**config.mk**
```make
export PLATFORM = sky130hd
export DESIGN_NAME = sio_clkgen
export DESIGN_NICKNAME = d
export VERILOG_FILES = /design/src/rtl/sio_clkgen_pkg.sv /design/src/rtl/sio_prescale.sv /design/src/rtl/sio_reload_div.sv /design/src/rtl/sio_final_div.sv /design/src/rtl/sio_clkgen.sv
export SDC_FILE = /design/constraint.sdc
export NUM_CORES = 1
export LEC_CHECK = 0
export ABC_AREA = 1
export BUFFER_PORTS_ARGS = -buffer_cell sky130_fd_sc_hd__buf_2
export CORE_MARGIN = 4
export CORE_UTILIZATION = 51
export DETAILED_ROUTE_END_ITERATION = 10
export GPL_TIMING_DRIVEN = 0
export PLACE_DENSITY = 0.76
export SKIP_LAST_GASP = 1
export SYNTH_ARGS = -nofsm -noshare
export SYNTH_HDL_FRONTEND = slang
export SYNTH_SLANG_ARGS = --single-unit
```
**constraint.sdc**
```tcl
create_clock -name clk -period 4.05 [get_ports clk]
set_clock_uncertainty 0.05 [all_clocks]
set_input_delay 0.81 -clock clk [delete_from_list [all_inputs] [get_ports clk]]
set_output_delay 0.81 -clock clk [all_outputs]
set_load 0.02 [all_outputs]
```
**src/rtl/sio_clkgen_pkg.sv**
```systemverilog
package sio_clkgen_pkg;

    typedef enum logic [1:0] {
        ST_OFF,
        ST_ASYNC,
        ST_SYNC_INT,
        ST_SYNC_EXT
    } clk_state_e;

    localparam logic [1:0] SRC_BASE  = 2'b00;
    localparam logic [1:0] SRC_FINE  = 2'b01;
    localparam logic [1:0] SRC_COARSE = 2'b10;

    // Maps a mode code and clock direction onto the controller state
    function automatic clk_state_e decode_mode(input logic [2:0] code, input logic ext);
        clk_state_e st;
        case (code)
            3'b001:                         st = ext ? ST_SYNC_EXT : ST_SYNC_INT;
            3'b010, 3'b100, 3'b101, 3'b110: st = ST_ASYNC;
            default:                        st = ST_OFF;
        endcase
        return st;
    endfunction

endpackage

```
**src/rtl/sio_prescale.sv**
```systemverilog
module sio_prescale
    import sio_clkgen_pkg::*;
#(
    parameter int FINE_DIV   = 8,
    parameter int COARSE_DIV = 32
) (
    input  logic       clk,
    input  logic       rst_n,
    input  logic       half_base,
    input  logic [1:0] src_sel,
    output logic       src_tick
);
    localparam int CW = $clog2(COARSE_DIV);
    localparam int FW = $clog2(FINE_DIV);

    logic          phase_q;
    logic          base_en;
    logic [CW-1:0] cnt_q;
    logic          fine_tick;
    logic          coarse_tick;

    // Base clock: every cycle, or every other cycle
    always_ff @(posedge clk or negedge rst_n) begin
        if (!rst_n) begin
            phase_q <= 1'b0;
        end else begin
            phase_q <= ~phase_q;
        end
    end

    assign base_en = half_base ? phase_q : 1'b1;

    always_ff @(posedge clk or negedge rst_n) begin
        if (!rst_n) begin
            cnt_q <= '0;
        end else if (base_en) begin
            cnt_q <= cnt_q + 1'b1;
        end
    end

    assign fine_tick   = base_en && (cnt_q[FW-1:0] == FW'(FINE_DIV - 1));
    assign coarse_tick = base_en && (cnt_q == CW'(COARSE_DIV - 1));

    // Source select
    always_comb begin
        unique case (src_sel)
            SRC_BASE:   src_tick = base_en;
            SRC_FINE:   src_tick = fine_tick;
            SRC_COARSE: src_tick = coarse_tick;
            default:    src_tick = 1'b0;
        endcase
    end

endmodule

```
**src/rtl/sio_reload_div.sv**
```systemverilog
module sio_reload_div #(
    parameter int DIV_W = 8
) (
    input  logic             clk,
    input  logic             rst_n,
    input  logic             src_tick,
    input  logic [DIV_W-1:0] reload_n,
    output logic             brg_tick
);
    logic [DIV_W-1:0] cnt_q;

    // Terminal count pulse; n is sampled only at reload
    assign brg_tick = src_tick && (cnt_q == '0);

    always_ff @(posedge clk or negedge rst_n) begin
        if (!rst_n) begin
            cnt_q <= '0;
        end else if (src_tick) begin
            if (cnt_q == '0) begin
                cnt_q <= reload_n;
            end else begin
                cnt_q <= cnt_q - 1'b1;
            end
        end
    end

endmodule

```
**src/rtl/sio_final_div.sv**
```systemverilog
module sio_final_div
    import sio_clkgen_pkg::*;
#(
    parameter int OVERSAMPLE  = 16,
    parameter int SYNC_STAGES = 2
) (
    input  logic       clk,
    input  logic       rst_n,
    input  clk_state_e state,
    input  logic       restart,
    input  logic       brg_tick,
    input  logic       pin_clk,
    input  logic       clk_inv,
    output logic       int_level,
    output logic       tx_tick,
    output logic       rx_tick
);
    localparam int OW = $clog2(OVERSAMPLE);

    logic [SYNC_STAGES-1:0] sync_q;
    logic [OW-1:0]          os_cnt_q;
    logic                   level_q;
    logic                   ext_prev_q;
    logic                   ext_level;
    logic                   os_wrap;

    // Pin synchroniser chain
    generate
        if (SYNC_STAGES == 1) begin : g_sync_one
            always_ff @(posedge clk or negedge rst_n) begin
                if (!rst_n) sync_q <= '1;
                else        sync_q <= pin_clk;
            end
        end else begin : g_sync_chain
            always_ff @(posedge clk or negedge rst_n) begin
                if (!rst_n) sync_q <= '1;
                else        sync_q <= {sync_q[SYNC_STAGES-2:0], pin_clk};
            end
        end
    endgenerate

    assign ext_level = sync_q[SYNC_STAGES-1] ^ clk_inv;
    assign os_wrap   = brg_tick && (os_cnt_q == OW'(OVERSAMPLE - 1));
    assign int_level = level_q;

    always_ff @(posedge clk or negedge rst_n) begin
        if (!rst_n) begin
            ext_prev_q <= 1'b1;
        end else begin
            ext_prev_q <= ext_level;
        end
    end

    always_ff @(posedge clk or negedge rst_n) begin
        if (!rst_n) begin
            os_cnt_q <= '0;
            level_q  <= 1'b1;
            tx_tick  <= 1'b0;
            rx_tick  <= 1'b0;
        end else if (restart) begin
            os_cnt_q <= '0;
            level_q  <= 1'b1;
            tx_tick  <= 1'b0;
            rx_tick  <= 1'b0;
        end else begin
            unique case (state)
                ST_OFF: begin
                    tx_tick <= 1'b0;
                    rx_tick <= 1'b0;
                end
                ST_ASYNC: begin
                    if (brg_tick) os_cnt_q <= os_cnt_q + 1'b1;
                    tx_tick <= os_wrap;
                    rx_tick <= os_wrap;
                end
                ST_SYNC_INT: begin
                    if (brg_tick) level_q <= ~level_q;
                    tx_tick <= brg_tick && level_q;
                    rx_tick <= brg_tick && !level_q;
                end
                ST_SYNC_EXT: begin
                    tx_tick <= ext_prev_q && !ext_level;
                    rx_tick <= !ext_prev_q && ext_level;
                end
            endcase
        end
    end

endmodule

```
**src/rtl/sio_clkgen.sv**
```systemverilog
module sio_clkgen
    import sio_clkgen_pkg::*;
#(
    parameter int DIV_W       = 8,
    parameter int FINE_DIV    = 8,
    parameter int COARSE_DIV  = 32,
    parameter int OVERSAMPLE  = 16,
    parameter int SYNC_STAGES = 2
) (
    input  logic             clk,
    input  logic             rst_n,
    input  logic             cfg_half_base,
    input  logic [1:0]       cfg_src_sel,
    input  logic [DIV_W-1:0] cfg_div_n,
    input  logic [2:0]       cfg_mode,
    input  logic             cfg_ext_clk,
    input  logic             cfg_clk_inv,
    input  logic             cfg_rx_inv,
    input  logic             cfg_tx_inv,
    input  logic             cfg_hs_off,
    input  logic             cfg_hs_rts,
    input  logic             sclk_in,
    output logic             sclk_out,
    output logic             sclk_oe,
    input  logic             rxd_pin,
    output logic             rxd_core,
    input  logic             txd_core,
    output logic             txd_pin,
    input  logic             hs_pin_in,
    output logic             hs_pin_out,
    output logic             hs_pin_oe,
    input  logic             rts_n_core,
    output logic             cts_n_core,
    output logic             tx_tick,
    output logic             rx_tick
);
    clk_state_e state_q;
    clk_state_e state_d;
    logic       restart;
    logic       src_tick;
    logic       brg_tick;
    logic       int_level;

    // Mode controller: next state decoded from configuration
    always_comb begin
        state_d = decode_mode(cfg_mode, cfg_ext_clk);
    end

    always_ff @(posedge clk or negedge rst_n) begin
        if (!rst_n) begin
            state_q <= ST_OFF;
        end else begin
            state_q <= state_d;
        end
    end

    assign restart = (state_d != state_q);

    // Mode-dependent pin outputs
    always_comb begin
        unique case (state_q)
            ST_SYNC_INT: sclk_oe = 1'b1;
            ST_OFF,
            ST_ASYNC,
            ST_SYNC_EXT: sclk_oe = 1'b0;
        endcase
        sclk_out = int_level ^ cfg_clk_inv;
    end

    // Data polarity
    assign rxd_core = rxd_pin ^ cfg_rx_inv;
    assign txd_pin  = txd_core ^ cfg_tx_inv;

    // Handshake pin routing
    assign hs_pin_oe  = !cfg_hs_off && cfg_hs_rts;
    assign hs_pin_out = hs_pin_oe ? rts_n_core : 1'b1;
    assign cts_n_core = (!cfg_hs_off && !cfg_hs_rts) ? hs_pin_in : 1'b0;

    sio_prescale #(
        .FINE_DIV   (FINE_DIV),
        .COARSE_DIV (COARSE_DIV)
    ) i_prescale (
        .clk       (clk),
        .rst_n     (rst_n),
        .half_base (cfg_half_base),
        .src_sel   (cfg_src_sel),
        .src_tick  (src_tick)
    );

    sio_reload_div #(
        .DIV_W (DIV_W)
    ) i_reload (
        .clk      (clk),
        .rst_n    (rst_n),
        .src_tick (src_tick),
        .reload_n (cfg_div_n),
        .brg_tick (brg_tick)
    );

    sio_final_div #(
        .OVERSAMPLE  (OVERSAMPLE),
        .SYNC_STAGES (SYNC_STAGES)
    ) i_final (
        .clk       (clk),
        .rst_n     (rst_n),
        .state     (state_q),
        .restart   (restart),
        .brg_tick  (brg_tick),
        .pin_clk   (sclk_in),
        .clk_inv   (cfg_clk_inv),
        .int_level (int_level),
        .tx_tick   (tx_tick),
        .rx_tick   (rx_tick)
    );

endmodule

```
==> results of run 1 <==
-- worst max-delay path, stage by stage --
cell,delay [ns]
sky130_fd_sc_hd__buf_2,0.10
sky130_fd_sc_hd__inv_1,0.05
sky130_fd_sc_hd__nand2_1,0.05
sky130_fd_sc_hd__nor2_1,0.08
sky130_fd_sc_hd__buf_2,0.16
-- synthesized netlist by cell type, types with 2 or more instances --
| library cell | count | share of area [%] |
|---|---|---|
| sky130_fd_sc_hd__dfrtp_1 | 22 | 35 |
| sky130_fd_sc_hd__dfstp_2 | 4 | 6.8 |
| sky130_fd_sc_hd__o22ai_1 | 2 | 0.81 |
| sky130_fd_sc_hd__o21ai_0 | 10 | 3.2 |
| sky130_fd_sc_hd__nand3_1 | 14 | 4.5 |
| sky130_fd_sc_hd__inv_2 | 2 | 0.48 |
| sky130_fd_sc_hd__nor2_2 | 2 | 0.81 |
| sky130_fd_sc_hd__nand2_2 | 2 | 0.81 |
| sky130_fd_sc_hd__buf_6 | 2 | 1.5 |
| sky130_fd_sc_hd__nor2_4 | 3 | 2.2 |
| sky130_fd_sc_hd__inv_1 | 27 | 6.5 |
| sky130_fd_sc_hd__nand2_1 | 42 | 10 |
| sky130_fd_sc_hd__xor2_1 | 9 | 5.1 |
| sky130_fd_sc_hd__nor2_1 | 29 | 7.0 |
| sky130_fd_sc_hd__ha_1 | 9 | 7.3 |
-- metal layers --
metal  part of all wire, %  track usage (%)  up-vias
met3                   7.6             5.15        2
met1                    46             19.1      574
met2                    45             24.0       36
li1                      -                -      677
met4                  0.67             4.04        0
met5                     0                0        -
-- through the flow --
stage                     worst slack, ns  power, uW  utilization (%)  instances  hold slack, ns
after floorplan                      1.80        649                -        192           0.295
after global placement               1.89        718             62.5        258           0.298
after detailed placement             1.88        725             62.5        258           0.299
after CTS                            1.93        908             64.3        262           0.318
after global routing                 1.86        984             64.3        262           0.325
final                                1.94        898             64.3        262           0.317
-- registers in the layout (all words and copies together) (netlist names) --
name	count
i_prescale.cnt_q	5
i_final.os_cnt_q	4
state_q	2
i_prescale.phase_q	1
i_final.ext_prev_q	1
i_final.int_level	1
i_final.tx_tick	1
i_reload.cnt_q	8
i_final.rx_tick	1
i_final.sync_q	2
-- power by group --
part | internal [uW] | leakage, uW | switching (uW)
Sequential | 333 | 0.000319 | 53.1
Combinational | 139 | 0.000646 | 194
Clock | 100 | 0.0000279 | 79.4
-- cell usage in the layout, fill, tap and decap left out, drive strengths merged, types with 4 or more instances in the layout --
cell   netlist  routed
dfstp        4       4
nand3       15      15
xor2         9       9
nor2        34      34
buf          2      37
nand2       44      44
inv         29      29
ha           9       9
o21ai       11      11
dfrtp       22      22
-- area by class of cell --
class | instances | area share [%]
inverters | 29 | 5.98
flip-flops and latches | 26 | 36.0
repair buffers | 35 | 9.63
well taps | 31 | 2.13
clock buffers | 3 | 1.24
plain buffers | 2 | 1.24
clock inverters | 1 | 1.65
multi-input cells | 135 | 42.1
-- cells by family after synthesis --
| logic type | count (synthesis) | share of synthesized area [%] |
|---|---|---|
| adders and majority gates | 9 | 7.25 |
| DFF | 26 | 42.2 |
| xor gates and xnor gates | 10 | 5.64 |
| AOI/OAI and AO/OA | 19 | 7.33 |
| buffers and inverters | 31 | 8.46 |
| and+or+nand+nor | 97 | 29.1 |
-- path summary, 6_finish.rpt --
kind | start | to | slack (ns)
worst max-delay path | cfg_hs_rts | cts_n_core | 1.94
worst min-delay path | i_final.sync_q[0]$_DFF_PN1_ | i_final.sync_q[1]$_DFF_PN1_ | 0.32
worst max register to register | i_prescale.cnt_q[0]$_DFFE_PN0P_ | i_reload.cnt_q[1]$_DFFE_PN0N_ | 2.14
worst min register to register | i_final.sync_q[0]$_DFF_PN1_ | i_final.sync_q[1]$_DFF_PN1_ | 0.32
max in group asynchronous | rst_n | i_final.int_level$_DFFE_PN1P_ | 3.17
min in group asynchronous | rst_n | i_reload.cnt_q[4]$_DFFE_PN0N_ | 0.40
==> reports/results.md, run 1 <==
| Group | Metric | Value |
|---|---|---|
| finish | Fraction of layout cells with a size suffix above 1 | 25.5% |
| detailed routing | Vias | 1,289 |
| finish | Area of the multi-input gates | 766 sq um |
| detailed routing | Detailed Route WL | 2700 um |
| hold path | Worst Hold Path Cells | 0 |
| clocking | Clock tree from TritonCTS | yes |
| setup path | Worst endpoint data arrival time | 1.25 ns |
| global routing | Global-route usage over all layers | 14.9% |
| die | Area of the die | 3990 sq um |
| die | Overall die width | 63.2 um |
| placement | Count of buffers inserted at the top-level ports | 35 |
| setup path | Startpoint type of the worst setup path | input pin |
| global routing | Wire length of the first global-routing pass | 4860 um |
| yosys | Sequential share of the synthesized area | 42.2% |
| timing | Transition time at the pin with the least slew margin | 0.564 ns |
| timing | Min Clock Period, post-route | 2.11 ns |
| yosys | Synthesized Nets | 228 |
| timing | Unrepaired setup endpoints after global routing | false |
| clocking | CTS hold repair buffers | 0 |
| pwr | Maximum VDD drop | 0.261 mV |
| clocking | Clock buffers created by TritonCTS | 3 |
| hold path | Min-Delay Path Class | flop to flop |
| setup path | Depth of the worst register-to-register path | 13 |
| detailed routing | DR WL/cell | 10.3 um |
| placement | Last weighted congestion value of the routability-driven placer | 0.804 |
| die | Starting utilization of the core area | 54.9% |
| global routing | Remaining Overflow, GRT | 0 |
| yosys | Distinct cell type count of the synthesized netlist | 28 |
| timing | Number of pins with negative max-slew slack in the final report | 0 |
| detailed routing | Initial DRC count | 56 |
| die | Number of core rows | 19 |
| clocking | Clock slew seen by the registers of the worst setup and hold paths | 0.14 ns |
| clocking | CTS H-tree lvls | 1 |
| clocking | Count of buffers added by post-CTS timing repair for setup | 0 |
| die | I/O pin total | 36 |
| global routing | Via count of the first global-routing pass | 1,172 |
| detailed routing | Via density per instance | 4.92 |
| die | Area of the placeable core | 2830 sq um |
| global routing | Number of antenna violations at the first check in global routing | 0 |
| run status | Run status | finished, final reports clean |
| timing | Final hold viol count | 0 |
| yosys | Number of synthesis warnings | 0 |
| setup path | Crit Path Category | input pin to output pin |
| detailed routing | Antenna-violating nets left | 0 |
| finish | Post-Layout Inst Area | 1820 sq um |
| setup path | Critical Path Sink Type | output pin |
| timing | Rel. slew slack | 62.4% |
| yosys | Mean instance size in the synthesized netlist | 8.09 sq um |
| die | Overall die height | 63.2 um |
| yosys | Post-Synthesis Cells | 192 |
| finish | Register cell area after layout | 656 sq um |
| detailed routing | Number of optimization iterations in the first detailed-route pass | 4 |
| timing | Final setup fails | 0 |
| yosys | Post-synthesis async set-or-reset flop share | 100% |
| timing | Portion of the clock cycle consumed by the worst path in the final layout | 52.1% |
| setup path | Largest fanout on the critical path | 2 |
| run | Max-cap check violation count | 0 |
| clocking | Clock network latency to the later pin of the worst-skew pair | 0.32 ns |
| timing | Total Neg Setup Slack | 0 ns |
| finish | Number of inserted diodes | 0 |
| yosys | Post-synthesis instance area | 1550 sq um |
| clocking | Number of instances resized during post-cts repair | 0 |
| clocking | Clock Tree Root | sky130_fd_sc_hd__clkbuf_4 |
| setup path | Required time reported for the critical path endpoint | 3.19 ns |
| clocking | Clock sink total | 26 |
| timing | Fmax | 474 MHz |
| detailed routing | DRC viols | 0 |
| pwr | Static power due to leakage | 0.000993 uW |
| yosys | Top FF cell, synth | sky130_fd_sc_hd__dfrtp_1 |
| placement | Placement Cell Area | 1770 sq um |
| finish | Fill count | 245 |
| yosys | Count of flip-flops with a built-in enable after synthesis | 0 |
| yosys | Post-synthesis sequential element count | 26 |
| finish | Area delta synth->final | 17.2% |
| finish | Net count, final | 268 |
| global routing | Maximum number of pins on one net before global-route repair | 27 |
| pwr | Total power density per cell area | 494 nW/um^2 |
| placement | DP HPWL | 2110 um |
| clocking | Clock tree buffer depth | 2 |
No activity file was read; power rests on OpenSTA's default activity.
==> run 2, diff against run 1 <==
Clock period 4.05 ns to 2 ns, I/O delays scaled along.
==> run 2 against run 1 <==
Global-route usage did not move. Cell area up 1.0%. Highest routed layer unchanged. Clock power up 100%. Hold slack lost 0.32 ns. Flip-flop and latch count unchanged. The run now ends with hold timing left. Register-to-register slack worse by 2.0 ns. Critical path depth increased by 8. Largest cell class unchanged. Power increased by 100%. Critical path type is now flop to flop. Worst setup slack worse by 1.8 ns. Die area is the same. Via count is 0.85% lower.
==> reports/results.md, run 2 (synthesis results as in run 1) <==
| Group | Metric | Value | vs previous |
|---|---|---|---|
| setup path | Family with the most delay on the worst path | simple AND/OR/NAND/NOR gates |  |
| finish | Commonest non-fill, non-tap cell in the layout | sky130_fd_sc_hd__nand2_1 |  |
| timing | Worst hold-check slack | -0.00782 ns | -0.325 ns |
| finish | Number of inserted diodes | 0 | unchanged |
| placement | Placement Cell Area | 1770 sq um | unchanged |
| timing | Portion of the clock cycle consumed by the worst path in the final layout | 92.4% |  |
| setup path | Startpoint type of the worst setup path | flop |  |
| finish | Largest register FFs | 8 | unchanged |
| placement | Last weighted congestion value of the routability-driven placer | 0.804 | unchanged |
| global routing | Number of antenna violations at the first check in global routing | 0 | unchanged |
| die | I/O pin total | 36 | unchanged |
| detailed routing | Initial DRC count | 48 | -14% |
| timing | Transition time at the pin with the least slew margin | 0.564 ns | -0.0000340 ns |
| finish | Registers with the highest flip-flop counts | i_reload.cnt_q x8, i_prescale.cnt_q x5, i_final.os_cnt_q x4 |  |
| global routing | Maximum number of pins on one net before global-route repair | 27 | unchanged |
| finish | Net count, final | 268 | unchanged |
| setup path | Required time reported for the critical path endpoint | 2.17 ns | -1.02 ns |
| clocking | CTS H-tree lvls | 1 | unchanged |
| setup path | Largest fanout on the critical path | 10 | +8 |
| detailed routing | Via density per instance | 4.88 | -0.85% |
| timing | Unrepaired setup endpoints after global routing | true |  |
| die | Starting utilization of the core area | 54.9% | unchanged |
| setup path | Critical Path Sink Type | flop |  |
| clocking | Clock Tree Root | sky130_fd_sc_hd__clkbuf_4 |  |
| detailed routing | Antenna-violating nets left | 0 | unchanged |
| pwr | Static power due to leakage | 0.000997 uW | +0.45% |
| detailed routing | Number of optimization iterations in the first detailed-route pass | 4 | unchanged |
| timing | Fmax | 541 MHz |  |
| detailed routing | Vias | 1,278 | -0.85% |
| detailed routing | DRC viols | 0 | unchanged |
| hold path | Min-Delay Path Class | input pin to asynchronous set/reset pin |  |
| setup path | Cell with the largest stage delay on the worst path | sky130_fd_sc_hd__dfrtp_1 |  |
| die | Overall die height | 63.2 um | unchanged |
| die | Overall die width | 63.2 um | unchanged |
| detailed routing | Detailed Route WL | 2720 um | +1.0% |
| timing | Min Clock Period, post-route | 1.85 ns |  |
| finish | Largest reg by FF count | i_reload.cnt_q |  |
| detailed routing | DR WL/cell | 10.4 um | +1.0% |
| setup path | Crit. path cell count | 13 | +8 |
| setup path | Count of buffering cells on the critical path with inverters included | 3 | unchanged |
| global routing | Via count of the first global-routing pass | 1,172 | unchanged |
| run status | Violations in the final reports | hold timing |  |
| global routing | Remaining Overflow, GRT | 0 | unchanged |
| die | Number of core rows | 19 | unchanged |
| finish | Highest-count cells in the layout ignoring fill and taps | sky130_fd_sc_hd__nand2_1, sky130_fd_sc_hd__buf_2, sky130_fd_sc_hd__nor2_1 |  |
| run | Max-cap check violation count | 0 | unchanged |
| clocking | Clock sink total | 26 | unchanged |
| timing | Rel. slew slack | 62.4% | about the same |
| placement | DP HPWL | 2110 um | unchanged |
| global routing | Wire length of the first global-routing pass | 4860 um | unchanged |
| clocking | Clock tree from TritonCTS | yes |  |
| setup path | Worst endpoint data arrival time | 2.02 ns | +0.77 ns |
| clocking | Clock buffers created by TritonCTS | 3 | unchanged |
| pwr | Maximum VDD drop | 0.599 mV | +130% |
| finish | Fraction of layout cells with a size suffix above 1 | 26.4% | +0.87 points |
| finish | Post-Layout Inst Area | 1840 sq um | +1.0% |
| global routing | Global-route usage over all layers | 14.9% | unchanged |
| clocking | Clock slew seen by the registers of the worst setup and hold paths | 0.14 ns | about the same |
| die | Area of the die | 3990 sq um | unchanged |
| pwr | Total power density per cell area | 993 nW/um^2 | +100% |
| placement | Count of buffers inserted at the top-level ports | 35 | unchanged |
| die | Area of the placeable core | 2830 sq um | unchanged |
| clocking | Clock tree buffer depth | 2 | unchanged |
| setup path | Ordered cell list for the critical path | ha_1, nand2_1, nor2_1, ha_1, inv_1, nand2_1, nand3_1, nand2_2, nand2_4, inv_2, buf_6, o211ai_1, o21ai_0 |  |
| timing | Number of pins with negative max-slew slack in the final report | 0 | unchanged |
| setup path | Worst path max stage delay | 0.44 ns | +0.28 ns |
| timing | Final setup fails | 0 | unchanged |
| setup path | Crit Path Category | flop to flop |  |
| timing | Final hold viol count | 11 | +11 |
| setup path | Depth of the worst register-to-register path | 13 | unchanged |
| clocking | Count of buffers added by post-CTS timing repair for setup | 0 | unchanged |
| finish | Post-layout utilization of the core | 65.0% | +0.66 points |
| run status | Run status | finished with violations |  |
| finish | Area delta synth->final | 18.4% |  |
| clocking | Clock network latency to the later pin of the worst-skew pair | 0.32 ns | about the same |
==> run 2: area by class of cell <==
| class | instances | area [sq um] |
|---|---|---|
| plain buffers | 2 | 22.5 |
| clock buffers | 3 | 22.5 |
| clock inverters | 1 | 30.0 |
| fillers | 242 | 991 |
| inverters | 29 | 109 |
| multi-input cells | 135 | 785 |
| flip-flops and latches | 26 | 656 |
| well taps | 31 | 38.8 |
| repair buffers | 35 | 175 |
==> run 2: metal layers <==
metal | GRT usage, % | share of wire, % | up-vias
met3 | 5.15 | 7.0 | 2
met4 | 4.04 | 0.92 | 0
met1 | 19.1 | 47 | 572
met5 | 0 | 0 | -
li1 | - | - | 676
met2 | 24.0 | 45 | 28
==> run 2: final timing paths <==
path                                                 start                             to  slack [ns]
setup reg to reg           i_prescale.cnt_q[0]$_DFFE_PN0P_  i_reload.cnt_q[1]$_DFFE_PN0N_        0.15
setup / recovery           i_prescale.cnt_q[0]$_DFFE_PN0P_  i_reload.cnt_q[1]$_DFFE_PN0N_        0.15
min in group clk                                   sclk_in    i_final.sync_q[0]$_DFF_PN1_        0.11
hold reg to reg                i_final.sync_q[0]$_DFF_PN1_    i_final.sync_q[1]$_DFF_PN1_        0.32
max in group asynchronous                            rst_n   i_final.ext_prev_q$_DFF_PN1_        1.53
hold / removal                                       rst_n  i_reload.cnt_q[4]$_DFFE_PN0N_      -0.008
==> run 2: through the flow <==
stage	instances	setup slack (ns)	setup TNS, ns	power, uW	hold slack [ns]
2_1_floorplan	192	0.267	0	1320	0.0544
3_3_place_gp	258	0.103	0	1450	0.298
3_5_place_dp	258	0.104	0	1470	0.299
4_1_cts	262	0.0797	0	1840	0.00522
5_1_grt	262	-0.0407	-0.0407	2000	0.0201
6_report	262	0.152	0	1830	-0.00782
==> run 2: repair_timing <==
action,4_1_cts,5_1_grt
hold buffers,0,0
gates resized for setup,0,4
setup endpoints to repair,0,8
hold endpoints to repair,0,0
==> run 2: power breakdown <==
group / switching, uW / total [uW] / internal [uW] / leakage [uW]
clock: 159 / 362 / 203 / 0.0000279
sequential: 108 / 782 / 674 / 0.000319
combinational: 398 / 682 / 283 / 0.000650
